$ cat config.mk
export PLATFORM = sky130hd
export DESIGN_NAME = psram_pwr_seq
export DESIGN_NICKNAME = d
export VERILOG_FILES = /design/src/rtl/psram_pwr_pkg.sv /design/src/rtl/psram_pwr_timer.sv /design/src/rtl/psram_pwr_fsm.sv /design/src/rtl/psram_pwr_flag.sv /design/src/rtl/psram_pwr_seq.sv
export SDC_FILE = /design/constraint.sdc
export NUM_CORES = 1
export LEC_CHECK = 0
export BUFFER_PORTS_ARGS = -buffer_cell sky130_fd_sc_hd__buf_2
export CAP_MARGIN = 0
export CELL_PAD_IN_SITES_DETAIL_PLACEMENT = 1
export CELL_PAD_IN_SITES_GLOBAL_PLACEMENT = 2
export CORE_MARGIN = 2
export CORE_UTILIZATION = 34
export DETAILED_ROUTE_END_ITERATION = 12
export PLACE_DENSITY_LB_ADDON = 0.1
export SLEW_MARGIN = 30
export SYNTH_ARGS = -nofsm -noshare
export SYNTH_HDL_FRONTEND = slang
export SYNTH_HIERARCHICAL = 1
export SYNTH_SLANG_ARGS = --single-unit
$ cat constraint.sdc
create_clock -name clk -period 3.1 [get_ports clk]
set_clock_uncertainty 0.15 [all_clocks]
set_input_delay 0.62 -clock clk [delete_from_list [all_inputs] [get_ports clk]]
set_output_delay 0.62 -clock clk [all_outputs]
set_load 0.03 [all_outputs]
$ cat src/rtl/psram_pwr_pkg.sv
package psram_pwr_pkg;

    typedef enum logic [2:0] {
        PS_POWERUP = 3'd0,
        PS_ACTIVE  = 3'd1,
        PS_ENTER   = 3'd2,
        PS_DPD     = 3'd3,
        PS_RECOVER = 3'd4
    } pwr_state_e;

    // Cycles needed to cover a time in ns, rounded up, at least one.
    function automatic int unsigned ns_to_cycles(longint unsigned ns, longint unsigned hz);
        longint unsigned c;
        c = (ns * hz + 64'd999_999_999) / 64'd1_000_000_000;
        if (c == 0) c = 1;
        return int'(c);
    endfunction

    function automatic int unsigned max3(int unsigned a, int unsigned b, int unsigned c);
        int unsigned m;
        m = (a > b) ? a : b;
        return (m > c) ? m : c;
    endfunction

endpackage

$ cat src/rtl/psram_pwr_timer.sv
module psram_pwr_timer #(
    parameter int unsigned CNT_W   = 16,
    parameter int unsigned RST_CNT = 0
) (
    input  logic             clk,
    input  logic             rst,
    input  logic             load,
    input  logic [CNT_W-1:0] load_val,
    output logic             done
);
    logic [CNT_W-1:0] cnt;

    always_ff @(posedge clk) begin
        if (rst)
            cnt <= CNT_W'(RST_CNT);
        else if (load)
            cnt <= load_val;
        else if (cnt != '0)
            cnt <= cnt - 1'b1;
    end

    assign done = (cnt == '0);


    timer_step_chk: assert property (@(posedge clk) disable iff (rst)
        (!load && !done) |=> (cnt == $past(cnt) - 1'b1));

endmodule

$ cat src/rtl/psram_pwr_fsm.sv
module psram_pwr_fsm
    import psram_pwr_pkg::*;
#(
    parameter int unsigned CNT_W   = 16,
    parameter int unsigned ZZ_CYC  = 3,
    parameter int unsigned REC_CYC = 25000
) (
    input  logic             clk,
    input  logic             rst,
    input  logic             sleep_req,
    input  logic             wake_req,
    input  logic             ctrl_idle,
    input  logic             tmr_done,
    output pwr_state_e       state,
    output logic             tmr_load,
    output logic [CNT_W-1:0] tmr_val,
    output logic             exit_evt
);
    pwr_state_e state_n;
    logic       wake_pend, wake_pend_n;

    always_comb begin
        state_n  = state;
        tmr_load = 1'b0;
        tmr_val  = '0;
        unique case (state)
            PS_POWERUP: if (tmr_done) state_n = PS_ACTIVE;
            PS_ACTIVE: begin
                if (sleep_req && ctrl_idle) begin
                    state_n  = PS_ENTER;
                    tmr_load = 1'b1;
                    tmr_val  = CNT_W'(ZZ_CYC - 1);
                end
            end
            PS_ENTER: begin
                if (tmr_done) begin
                    if (wake_req || wake_pend) begin
                        state_n  = PS_RECOVER;
                        tmr_load = 1'b1;
                        tmr_val  = CNT_W'(REC_CYC - 1);
                    end else begin
                        state_n = PS_DPD;
                    end
                end
            end
            PS_DPD: begin
                if (wake_req) begin
                    state_n  = PS_RECOVER;
                    tmr_load = 1'b1;
                    tmr_val  = CNT_W'(REC_CYC - 1);
                end
            end
            PS_RECOVER: if (tmr_done) state_n = PS_ACTIVE;
            default:    state_n = PS_POWERUP;
        endcase
    end

    assign wake_pend_n = (state == PS_ENTER) && !tmr_done && (wake_pend || wake_req);
    assign exit_evt    = (state_n == PS_RECOVER) && (state != PS_RECOVER);

    always_ff @(posedge clk) begin
        if (rst) begin
            state     <= PS_POWERUP;
            wake_pend <= 1'b0;
        end else begin
            state     <= state_n;
            wake_pend <= wake_pend_n;
        end
    end


    sleep_accept_chk: assert property (@(posedge clk) disable iff (rst)
        (state == PS_ACTIVE && sleep_req && ctrl_idle) |=> (state == PS_ENTER));


    wake_exit_chk: assert property (@(posedge clk) disable iff (rst)
        (state == PS_DPD && wake_req) |=> (state == PS_RECOVER));


    no_dpd_when_pending_chk: assert property (@(posedge clk) disable iff (rst)
        (state == PS_ENTER && wake_pend) |=> (state != PS_DPD));

endmodule

$ cat src/rtl/psram_pwr_flag.sv
module psram_pwr_flag (
    input  logic clk,
    input  logic rst,
    input  logic set,
    input  logic ack,
    output logic flag
);
    always_ff @(posedge clk) begin
        if (rst)      flag <= 1'b0;
        else if (set) flag <= 1'b1;
        else if (ack) flag <= 1'b0;
    end


    flag_set_chk: assert property (@(posedge clk) disable iff (rst)
        set |=> flag);

endmodule

$ cat src/rtl/psram_pwr_seq.sv
module psram_pwr_seq
    import psram_pwr_pkg::*;
#(
    parameter longint unsigned CLK_FREQ_HZ = 125_000_000,
    parameter longint unsigned POWERUP_NS  = 200_000,
    parameter longint unsigned RECOVER_NS  = 200_000,
    parameter longint unsigned ZZ_MIN_NS   = 20
) (
    input  logic       clk,
    input  logic       rst,
    input  logic       sleep_req,
    input  logic       wake_req,
    input  logic       ctrl_idle,
    input  logic       ctrl_cs_n,
    input  logic       data_lost_ack,
    output logic       mem_cs_n,
    output logic       mem_zz_n,
    output logic       access_ready,
    output logic [2:0] pwr_state,
    output logic       data_lost
);
    localparam int unsigned PU_CYC  = ns_to_cycles(POWERUP_NS, CLK_FREQ_HZ);
    localparam int unsigned REC_CYC = ns_to_cycles(RECOVER_NS, CLK_FREQ_HZ);
    localparam int unsigned ZZ_CYC  = ns_to_cycles(ZZ_MIN_NS, CLK_FREQ_HZ);
    localparam int unsigned CNT_W   = $clog2(max3(PU_CYC, REC_CYC, ZZ_CYC) + 1);

    pwr_state_e       state;
    logic             tmr_load, tmr_done, exit_evt;
    logic [CNT_W-1:0] tmr_val;

    psram_pwr_timer #(
        .CNT_W   (CNT_W),
        .RST_CNT (PU_CYC - 1)
    ) u_timer (
        .clk      (clk),
        .rst      (rst),
        .load     (tmr_load),
        .load_val (tmr_val),
        .done     (tmr_done)
    );

    psram_pwr_fsm #(
        .CNT_W   (CNT_W),
        .ZZ_CYC  (ZZ_CYC),
        .REC_CYC (REC_CYC)
    ) u_fsm (
        .clk       (clk),
        .rst       (rst),
        .sleep_req (sleep_req),
        .wake_req  (wake_req),
        .ctrl_idle (ctrl_idle),
        .tmr_done  (tmr_done),
        .state     (state),
        .tmr_load  (tmr_load),
        .tmr_val   (tmr_val),
        .exit_evt  (exit_evt)
    );

    psram_pwr_flag u_flag (
        .clk  (clk),
        .rst  (rst),
        .set  (exit_evt),
        .ack  (data_lost_ack),
        .flag (data_lost)
    );

    assign access_ready = (state == PS_ACTIVE);
    assign mem_cs_n     = access_ready ? ctrl_cs_n : 1'b1;
    assign mem_zz_n     = !((state == PS_ENTER) || (state == PS_DPD));
    assign pwr_state    = state;


    cs_blocked_chk: assert property (@(posedge clk) disable iff (rst)
        !access_ready |-> mem_cs_n);


    zz_cs_high_chk: assert property (@(posedge clk) disable iff (rst)
        !mem_zz_n |-> mem_cs_n);


    zz_release_chk: assert property (@(posedge clk) disable iff (rst)
        $rose(mem_zz_n) |-> (pwr_state == 3'd4 && data_lost));

endmodule

==> metrics.md <==
| Metric | Value |
|---|---|
| Outcome | complete, no violations |
| Starting density of the core | 34.9% |
| Initial antenna violation count | 0 |
| Max-slew headroom | 55.9% |
| Commonest non-fill, non-tap cell in the layout | dfxtp_1 |
| Post-route setup TNS | 0 ns |
| Worst-path clk slew | 0.08 ns |
| Cts repair resizes | 0 |
| VDD IR max | 0.000186 V |
| Final ANT Viol Nets | 0 |
| I/O pin cnt | 14 |
| Root buf cell | clkbuf_8 |
| Distinct cells, synth | 48 |
| Largest area contributor in the netlist | dfxtp_1 |
| Worst Hold Class | flip-flop to flip-flop |
| # nets final | 173 |
| Post-CTS Setup Inserts | 0 |
| Worst EP required | 3.09 ns |
| Most frequent cells in the layout | 20 x dfxtp_1, 15 x nor2_1, 14 x a21oi_1, 13 x buf_2 |
| Synth Area in XOR/XNOR | 6.26% |
| GP Congestion | 0.794 |
| Pwr dens | 359 nW/um^2 |
| Routed wire length | 3070 um |
| Worst slew pin tran | 0.656 ns |
| Row count | 22 |
| Global-route wire length before repair | 5430 um |
| Via count | 1085 |
| Crit path max-delay cell type | dfxtp_1 |
| Hold_buf cts | 0 |
| Adder-cell share of the synthesized area | 0.994% |
| Largest family of logic cells by synthesized area | compound AO/OA/AOI/OAI gates |
| Synth warnings | 6 |
| Dpl hpwl | 2290 um |
| Post-synthesis mux area share | 0% |
| Final Max Slew Viols | 0 |
| Layout Cells excl Fill | 212 |
| WL per Instance | 14.5 um |
| GRT Resource Usage Total | 16.4% |
| Die area | 4200 um^2 |
| Placed Cells incl. Taps | 208 |
| Critical setup path kind | flip-flop to flip-flop |
| Share of the synthesized area in the top cell type | 31.8% |
| CP startpoint kind | flip-flop |
| Clock buffer depth | 2 |
| CORE AREA | 3610 um^2 |
| Pre-CTS setup slack | 0.401 ns |
| Port-buffer cells | 13 |
| Sequential-to-total area share from yosys stat | 31.8% |
| CTS H-tree depth | 1 |
| Crit. End Element | flip-flop |
| Simple-gate area share of the yosys netlist | 23.4% |
| Final-report hold violation count | 0 |
| Arrival time at the worst endpoint | 2.73 ns |
| RSZ-0062 raised after global routing | no |
| Asr flop ratio synth | 0% |
| Share of cells above drive strength 1 | 18.9% |
| Drt pass-1 iters | 4 |
| Die H | 64.8 um |
| Max Freq | 0.365 GHz |
| Setup violators final | 0 |
| Syn_area_per_cell | 8.23 um^2 |
| Mapped Area | 1260 um^2 |
| Area grow syn2layout | 10.0% |
| Die Wd | 64.8 um |
| Total grt overflow | 0 |
| DR iter-0 viols | 55 |
| Synth Area in Compound Gates | 25.0% |
| Crit share post-route | 88.3% |
| Largest net degree at the start of global routing | 20 |
| Ys flop type | dfxtp_1 |
| Worst-path fanout max | 19 |
| CTS tree | done |
| Synth top area cells | dfxtp_1 32%, buf_4 8.3%, a21oi_1 5.6% |
| Number of flops mapped to enable cells by yosys | 0 |
| Vias in the first global route | 1159 |
| Ant. Diodes | 0 |
| Number of remaining DRC errors | 0 |
| Final worst setup slack | 0.363 ns |
| Register bit count reported by yosys | 20 |
| MaxCap Viol Count | 0 |
| Minimum clock period after layout | 2.74 ns |
| Worst-path cell chain | inv_1 -> ha_1 -> nor2b_1 -> and2_2 -> nand2_1 -> inv_2 -> o21ai_0 -> a21o_1 -> a21oi_1 -> buf_4 -> inv_1 -> o311ai_0 -> nand2_1 |
| Num CTS Buffers | 3 |
| Clk sinks | 20 |
| LEAKAGE | 0.515 nW |
| Mapped Cells | 153 |
| Clk_lat worst skew | 0.26 ns |
| Vias per cell | 5.12 |
| Max stage delay on crit path | 0.31 ns |
sequential cells by signal (all words and copies together), names as in the netlist:
signal and count:
u_timer/cnt 15, u_fsm/state 3, u_flag/flag 1, u_fsm/wake_pend 1
critical path: cells and delay by family, from the launching register on:
| kind | cells | cell delay, ns |
|---|---|---|
| simple gates | 4 | 0.64 |
| fa+ha+maj | 1 | 0.17 |
| compound gates | 4 | 0.69 |
| flops | 1 | 0.31 |
| buf+inv | 4 | 0.66 |
Yosys cell counts (all sizes together) (2+ instances only):
master and number:
a2111oi 3, a211oi 6, xnor2 8, a21oi 15, nand3 6, dfxtp 20
o21ai 6, nor3 6, nor2b 2, nor2 15, buf 15, nor4 2
or3 2, nand2 8, nand2b 4, clkbuf 3, inv 9
stage by stage:
step | hold slack, ns | area (um^2) | total power, mW | utilization (%)
4_1_cts | 0.347 | 1390 | 0.507 | 38.4
3_5_place_dp | 0.329 | 1330 | 0.296 | 36.9
6_report | 0.341 | 1390 | 0.497 | 38.4
2_1_floorplan | 0.302 | 1280 | 0.292 | -
3_3_place_gp | 0.316 | 1330 | 0.296 | 36.9
5_1_grt | 0.373 | 1390 | 0.523 | 38.4
report_power, final:
group          internal (mW)  total (mW)  switching [mW]
logic                 0.0116      0.0276          0.0161
clock network          0.113       0.207          0.0937
registers              0.260       0.262         0.00235
total                  0.385       0.497           0.112
cell type report:
| type | instances | area (um^2) |
|---|---|---|
| Sequential cell | 20 | 400 |
| Inverter | 9 | 33.8 |
| Multi-Input combinational cell | 112 | 726 |
| Fill cell | 463 | 2220 |
| Tap cell | 48 | 60.1 |
| Clock buffer | 4 | 55.1 |
| Timing Repair Buffer | 19 | 110 |
layer usage:
metal / vias to the layer above / routed length, um / track usage (%)
met3: 2 / 81 / 3.13
met4: 0 / 8 / 3.19
met2: 16 / 1560 / 28.4
li1: 545 / - / -
met1: 522 / 1420 / 21.2
met5: - / 0 / 0
path summary, 6_finish.rpt:
| path | from | endpoint | slack (ns) | depth (start not counted) |
|---|---|---|---|---|
| setup / recovery | u_timer/cnt[0]$_SDFFE_PP1P_ | u_timer/cnt[14]$_SDFFE_PP1P_ | 0.36 | 13 |
| hold / removal | u_flag/flag$_SDFFE_PP0P_ | u_flag/flag$_SDFFE_PP0P_ | 0.34 | 2 |
| setup reg to reg | u_timer/cnt[0]$_SDFFE_PP1P_ | u_timer/cnt[14]$_SDFFE_PP1P_ | 0.36 | 13 |
| hold reg to reg | u_flag/flag$_SDFFE_PP0P_ | u_flag/flag$_SDFFE_PP0P_ | 0.34 | 2 |
cells by family after synthesis:
family | count (synthesis)
and+or+nand+nor | 53
other | 1
xor gates and xnor gates | 9
DFF | 20
AOI/OAI and AO/OA | 42
adders and majority gates | 1
buffers and inverters | 27
Power figures use the tool's default switching activity.
